File: config.mk
export PLATFORM = sky130hd
export DESIGN_NAME = pgaddr_gen
export DESIGN_NICKNAME = d
export VERILOG_FILES = /design/src/rtl/pgaddr_pkg.sv /design/src/rtl/pgaddr_ptr_mux.sv /design/src/rtl/pgaddr_ofs_step.sv /design/src/rtl/pgaddr_gen.sv
export SDC_FILE = /design/constraint.sdc
export NUM_CORES = 1
export LEC_CHECK = 0
export ABC_AREA = 1
export BUFFER_PORTS_ARGS = -buffer_cell sky130_fd_sc_hd__buf_2
export CAP_MARGIN = 0
export CORE_AREA = 10 10 114 116
export DETAILED_ROUTE_END_ITERATION = 8
export DIE_AREA = 0 0 124 126
export GPL_TIMING_DRIVEN = 0
export MAX_ROUTING_LAYER = met4
export PLACE_DENSITY_LB_ADDON = 0.05
export REMOVE_ABC_BUFFERS = 1
export SETUP_SLACK_MARGIN = 0.2
export SYNTH_ARGS = -nofsm -noshare
export SYNTH_HDL_FRONTEND = slang
export SYNTH_HIERARCHICAL = 1
export SYNTH_SLANG_ARGS = --single-unit
File: constraint.sdc
create_clock -name clk -period 3.8 [get_ports clk]
set_clock_uncertainty 0.1 [all_clocks]
set_input_delay 1.14 -clock clk [delete_from_list [all_inputs] [get_ports clk]]
set_output_delay 1.14 -clock clk [all_outputs]
set_load 0.03 [all_outputs]
File: src/rtl/pgaddr_pkg.sv
// Package: shared geometry defaults and the per-cycle step classification
// used by the paged address generator.
package pgaddr_pkg;

    localparam int unsigned DEF_ADDR_W  = 32;
    localparam int unsigned DEF_OFS_W   = 12;
    localparam int unsigned DEF_NUM_PTR = 7;
    localparam int unsigned DEF_STEP_W  = 3;

    // Outcome of one clock cycle as seen by the address state.
    typedef enum logic [1:0] {
        STEP_IDLE   = 2'd0,
        STEP_INPAGE = 2'd1,
        STEP_CROSS  = 2'd2,
        STEP_FAULT  = 2'd3
    } step_kind_e;

endpackage

File: src/rtl/pgaddr_ptr_mux.sv
// Module: pgaddr_ptr_mux
// Picks one page pointer out of the flattened descriptor array.
// Assumes: pointer k is in bits [k*PAGE_W +: PAGE_W]. An index at or
// above NUM_PTR yields zero and drops ok_o.
module pgaddr_ptr_mux #(
    parameter int unsigned NUM_PTR = 7,
    parameter int unsigned PAGE_W  = 20,
    parameter int unsigned IDX_W   = 4
) (
    input  logic [NUM_PTR*PAGE_W-1:0] ptrs_i,
    input  logic [IDX_W-1:0]          idx_i,
    output logic [PAGE_W-1:0]         ptr_o,
    output logic                      ok_o
);

    logic [PAGE_W-1:0] ptr_arr [NUM_PTR];

    // Split the flat bus into one entry per pointer.
    for (genvar g = 0; g < NUM_PTR; g++) begin : g_unpack
        assign ptr_arr[g] = ptrs_i[g*PAGE_W +: PAGE_W];
    end

    // Select the indexed entry; out-of-range indices give zero.
    always_comb begin
        ptr_o = '0;
        for (int i = 0; i < NUM_PTR; i++) begin
            if (idx_i == IDX_W'(i)) begin
                ptr_o = ptr_arr[i];
            end
        end
    end

    // Flag whether the index names a real pointer.
    assign ok_o = (idx_i < IDX_W'(NUM_PTR));

endmodule

File: src/rtl/pgaddr_ofs_step.sv
// Module: pgaddr_ofs_step
// Adds the beat byte count to the in-page offset and reports a carry out
// of the offset field, which marks a page crossing.
// Assumes: STEP_W < OFS_W.
module pgaddr_ofs_step #(
    parameter int unsigned OFS_W  = 12,
    parameter int unsigned STEP_W = 3
) (
    input  logic [OFS_W-1:0]  ofs_i,
    input  logic [STEP_W-1:0] step_i,
    output logic [OFS_W-1:0]  ofs_o,
    output logic              carry_o
);

    localparam int unsigned SUM_W = OFS_W + 1;

    logic [SUM_W-1:0] sum;

    // Widen both operands and add; the top bit is the page carry.
    always_comb begin
        sum     = {1'b0, ofs_i} + SUM_W'(step_i);
        ofs_o   = sum[OFS_W-1:0];
        carry_o = sum[OFS_W];
    end

endmodule

File: src/rtl/pgaddr_gen.sv
// Module: pgaddr_gen (top)
// Generates byte addresses over a buffer split across physical pages.
// A load latches the selected page pointer, the pointer after it and the
// start offset. Each advance adds step_i. A carry out of the offset
// swaps in the held next pointer in the same cycle, and the next pointer
// after that is fetched from the array.
// Assumes: page_ptrs_i is held for the whole transfer; load_i and adv_i
// are never high together; step_i is 1..4.
module pgaddr_gen #(
    parameter int unsigned ADDR_W  = pgaddr_pkg::DEF_ADDR_W,
    parameter int unsigned OFS_W   = pgaddr_pkg::DEF_OFS_W,
    parameter int unsigned NUM_PTR = pgaddr_pkg::DEF_NUM_PTR,
    parameter int unsigned STEP_W  = pgaddr_pkg::DEF_STEP_W,
    parameter int unsigned SEL_W   = $clog2(NUM_PTR + 1),
    parameter int unsigned PAGE_W  = ADDR_W - OFS_W
) (
    input  logic                      clk,
    input  logic                      rst_n,
    input  logic                      load_i,
    input  logic [SEL_W-1:0]          pg_sel_i,
    input  logic [OFS_W-1:0]          ofs_i,
    input  logic [NUM_PTR*PAGE_W-1:0] page_ptrs_i,
    input  logic                      adv_i,
    input  logic [STEP_W-1:0]         step_i,
    output logic [ADDR_W-1:0]         addr_o,
    output logic                      cross_o,
    output logic                      err_o
);

    import pgaddr_pkg::*;

    localparam int unsigned IDX_W = SEL_W + 1;

    logic [PAGE_W-1:0] cur_page_q;
    logic [PAGE_W-1:0] nxt_page_q;
    logic              nxt_ok_q;
    logic [IDX_W-1:0]  nxt_idx_q;
    logic [OFS_W-1:0]  ofs_q;
    logic              err_q;
    logic              cross_q;

    logic [IDX_W-1:0]  sel_idx;
    logic [IDX_W-1:0]  fetch_idx;
    logic [PAGE_W-1:0] sel_ptr;
    logic              sel_ok;
    logic [PAGE_W-1:0] fetch_ptr;
    logic              fetch_ok;
    logic [OFS_W-1:0]  ofs_sum;
    logic              ofs_carry;
    step_kind_e        kind;

    assign sel_idx = IDX_W'(pg_sel_i);

    // Next-pointer fetch index: after the selected one on load, else after the held one.
    assign fetch_idx = load_i ? (sel_idx + IDX_W'(1)) : (nxt_idx_q + IDX_W'(1));

    pgaddr_ptr_mux #(
        .NUM_PTR (NUM_PTR),
        .PAGE_W  (PAGE_W),
        .IDX_W   (IDX_W)
    ) u_sel_mux (
        .ptrs_i (page_ptrs_i),
        .idx_i  (sel_idx),
        .ptr_o  (sel_ptr),
        .ok_o   (sel_ok)
    );

    pgaddr_ptr_mux #(
        .NUM_PTR (NUM_PTR),
        .PAGE_W  (PAGE_W),
        .IDX_W   (IDX_W)
    ) u_fetch_mux (
        .ptrs_i (page_ptrs_i),
        .idx_i  (fetch_idx),
        .ptr_o  (fetch_ptr),
        .ok_o   (fetch_ok)
    );

    pgaddr_ofs_step #(
        .OFS_W  (OFS_W),
        .STEP_W (STEP_W)
    ) u_step (
        .ofs_i   (ofs_q),
        .step_i  (step_i),
        .ofs_o   (ofs_sum),
        .carry_o (ofs_carry)
    );

    // Classify this cycle's advance: ignored, in-page, page swap, or array exhausted.
    always_comb begin
        kind = STEP_IDLE;
        if (!load_i && adv_i && !err_q) begin
            if (!ofs_carry) begin
                kind = STEP_INPAGE;
            end else if (nxt_ok_q) begin
                kind = STEP_CROSS;
            end else begin
                kind = STEP_FAULT;
            end
        end
    end

    // Address state: load from the descriptor, or apply the classified step.
    always_ff @(posedge clk) begin
        if (!rst_n) begin
            cur_page_q <= '0;
            nxt_page_q <= '0;
            nxt_ok_q   <= 1'b0;
            nxt_idx_q  <= '0;
            ofs_q      <= '0;
            err_q      <= 1'b0;
            cross_q    <= 1'b0;
        end else if (load_i) begin
            cur_page_q <= sel_ptr;
            nxt_page_q <= fetch_ptr;
            nxt_ok_q   <= fetch_ok && sel_ok;
            nxt_idx_q  <= sel_idx + IDX_W'(1);
            ofs_q      <= ofs_i;
            err_q      <= !sel_ok;
            cross_q    <= 1'b0;
        end else begin
            cross_q <= 1'b0;
            unique case (kind)
                STEP_INPAGE: begin
                    ofs_q <= ofs_sum;
                end
                STEP_CROSS: begin
                    ofs_q      <= ofs_sum;
                    cur_page_q <= nxt_page_q;
                    nxt_page_q <= fetch_ptr;
                    nxt_ok_q   <= fetch_ok;
                    nxt_idx_q  <= nxt_idx_q + IDX_W'(1);
                    cross_q    <= 1'b1;
                end
                STEP_FAULT: begin
                    err_q <= 1'b1;
                end
                default: begin
                end
            endcase
        end
    end

    assign addr_o  = {cur_page_q, ofs_q};
    assign cross_o = cross_q;
    assign err_o   = err_q;

endmodule

==> qor.yml <==
critical_path:
  worst-r2r-setup-slack_ps: 940
  criticalPathCategory: "input pin to flop"
  setup.worst_path.end_class: "flop"
  worstPathMaxFanout: 40
  crit-reg2reg-launch: "ofs_q[0]"
  timing.critical_path.required_ps: 3980
  worstSetupStartpointType: "input pin"
  timing.reg2reg.worst_path_depth: 12
  critical_path.startpoint: "load_i"
  worst_ep_arrival_time_ps: 3650
  worstReg2RegEnd: "nxt_page_q[8]"
sta:
  final_min_period_over_clock_period_pct: 91.2
  timing.final.setup_violations: 0
  grt_setup_unrepaired: "yes"
  tightest_slew_ps: 994
  timing.final.hold_violations: 0
  drv_slew: 0
  fmaxAchievable_mhz: 289
  fin_ws_ps: 334
  min_period_ps: 3470
  timing.max_slew.rel_slack_pct: 33.3
synthesis:
  synthMostInstantiatedCell: "nand2_1"
  ys_dominant_reg_cell: "dfxtp_1"
  synthDominantCellAreaShare_pct: 22.1
  ys_seq_area_share_pct: 22.1
  yosys_warnings: 6
  yosys-top-cells-count: "nand2_1 (263), nand3_1 (196), nor2_1 (141)"
  synth-edff-count: 0
  area_contributors_post_synth: "dfxtp_1 (22%), nand2_1 (18%), nand3_1 (18%), nor2_1 (9.9%), inv_1 (7.5%)"
  postSynthCellCount: 967
  yosys.cell_types.count: 35
  async_reset_ff_share_pct: 0
  ys_seq_elements: 59
  synthesis.area_sq_mm: 0.00534
  synth_area_leader_cell: "dfxtp_1"
  postSynthAreaPerCell_sq_um: 5.53
grt:
  number_of_global_route_vias_before_repair: 6651
  grt_start_max_net_pins: 54
  global_route_overflow: 0
  gr-max-usage-layer: "met2"
  grt_use_met3_pct: 6.17
  grt_first_pass_wirelength_mm: 33.9
  antenna_found_initial: 4
  grt_use_met1_pct: 33.0
  grt_use_met2_pct: 45.0
  grt_use_total_pct: 27.8
worst_hold_path:
  worstHoldStart: "nxt_page_q[19]"
  holdPathStages: 2
  worst_hold_path_type: "flop to flop"
  worstHoldEndpoint: "nxt_page_q[19]"
detailed_routing:
  vias_per_cell: 5.40
  routed_wire_length_per_instance_um: 17.1
  final_antenna_net_count: 0
  dr.pass1.iters: 6
  detail_route.drc_violations: 0
  detailedRoute.firstIterationViolations: 690
  post_route_wl_mm: 22.1
  dr_total_vias: 6971
floorplan:
  coreArea_sq_mm: 0.0107
  placementRows: 38
  initial_core_util_pct: 50.0
  boundary_pin_count: 196
  die_height_um: 126
  dieWidth_um: 124
  die-area_sq_mm: 0.0156
finish:
  fillerInstances: 1137
  fin_util_pct: 64.2
  area_growth_syn_to_layout_pct: 28.6
  share_of_final_layout_standard_cells_stronger_than_drive_strength_1_pct: 24.7
  nNetsFinal: 1310
pwr:
  power.switching_uw: 755
  internal-power_mw: 1.18
  share_clk_of_total_power_pct: 26.2
  comb_power_share_pct: 38.0
  leakage_nw: 3.65
  power.ir.vdd_worst_uv: 145
  pwr-share-seq_pct: 35.8
  switching_fraction_of_total_power_pct: 39.0
  power.density_cell_area_mw_per_mm2: 282
cts:
  tritoncts_clock_tree: "yes"
  cts_buffers: 9
  clk_pin_slew_ps: 80
  cts_root_buf: "clkbuf_8"
  cts_hold_fix_bufs: 0
  clock_insertion_delay_worst_skew_ps: 360
  htree_levels: 3
  cts.path.max_buffers: 2
  clock_net_sink_count: 59
run:
  max_cap_viols: 0
placement:
  dp_hpwl_mm: 15.5
  port_buffers: 195
  finalWeightedCongestion: 0.839
  place_ws_ps: -1600
outcome:
  run_status: "completed"
## placed cells by master (no fill, tap or decap), types with 2 or more instances in the layout
cell      instances
nand2_2           3
o31ai_1           2
inv_4             3
nor2_2            5
inv_2             6
nor3_2            4
nor2_1          135
buf_8             7
dfxtp_1          59
nand3b_1          2
a21oi_1           6
clkinv_2          3
buf_2           194
buf_6             5
o211ai_2          7
xnor2_1           2
nand2_4           2
xor2_1            2
clkbuf_8         11
ha_1              4
nand3_1         194
inv_1           107
nor3_4            3
nand2_1         262
nor2_4            8
diode_2           5
nand3_4           2
conb_1            2
buf_16            2
o21ai_0          34
clkbuf_1          2
buf_4             8
nor2_8            2
nand4_1          43
## routing by layer
layer	routed length (um)	up-vias
met5	0	-
met4	586	0
met3	2190	48
met2	10300	338
met1	8980	3129
li1	-	3456
## through the flow
stage	TNS, ps	total power, mW	cells	hold WS [ps]	area, sq um
after CTS	0	1.90	1281	362	6780
final	0	1.93	1290	361	6870
after floorplan	-11300	1.07	908	329	5050
after global placement	-95310	1.33	1243	346	6200
after global routing	0	2.04	1289	382	6870
after detailed placement	-36340	1.38	1259	352	6500
## cell families after synthesis
kind of cell             after synthesis  synth area share (%)
flip-flops                            59                  22.1
buffers and inverters                177                  13.8
XOR/XNOR                               5                 0.820
other                                  1                0.0702
AO/OA/AOI/OAI                         53                  6.18
adder cells (fa/ha/maj)                7                  1.78
AND/OR/NAND/NOR                      665                  55.3
## worst max-delay path, cell delays in order
cell and delay, ps:
clkbuf_8 330, inv_4 170, nand2_1 90, nand2_1 160, inv_1 480, inv_2 160
nor2_4 310, buf_8 210, nand3_1 80, nand3_1 100, nor2_1 50, nand4_1 60
o21ai_0 90, nor2_1 130
## power groups by stage
stage,sequential (mW),clock [mW],combinational [mW]
6_report,0.693,0.507,0.734
5_1_grt,0.698,0.533,0.806
4_1_cts,0.693,0.502,0.702
3_5_place_dp,0.706,0,0.672
3_3_place_gp,0.705,0,0.621
2_1_floorplan,0.738,0,0.335
## flip-flops by register name, summed over array words and instances, names as in the netlist
| name | flops |
|---|---|
| cur_page_q | 20 |
| nxt_idx_q | 4 |
| nxt_ok_q | 1 |
| nxt_page_q | 20 |
| err_o | 1 |
| ofs_q | 12 |
| cross_o | 1 |
## worst max path at each step
stage                           to
global route         nxt_page_q[7]
global placement    nxt_page_q[19]
CTS                 cur_page_q[15]
floorplan           nxt_page_q[19]
finish               nxt_page_q[6]
detailed placement  nxt_page_q[17]
## layout make-up
cell class	count	area, sq um	area share (%)
Multi-Input combinational cell	736	3610	52.6
Clock buffer	12	145	2.11
Antenna cell	5	12.5	0.182
Timing Repair Buffer	218	1280	18.6
Inverter	117	447	6.50
Sequential cell	59	1180	17.2
Tap cell	140	175	2.55
Clock inverter	3	15.0	0.219
## timing repair
item | CTS | global route
gates resized for setup | 11 | 12
endpoints found under the setup margin | 26 | 49
pin swaps | 5 | 2
cloned | 3 | 1
setup buffers | 4 | 3
hold endpoints to repair | 0 | 0
Power figures use the tool's default switching activity.
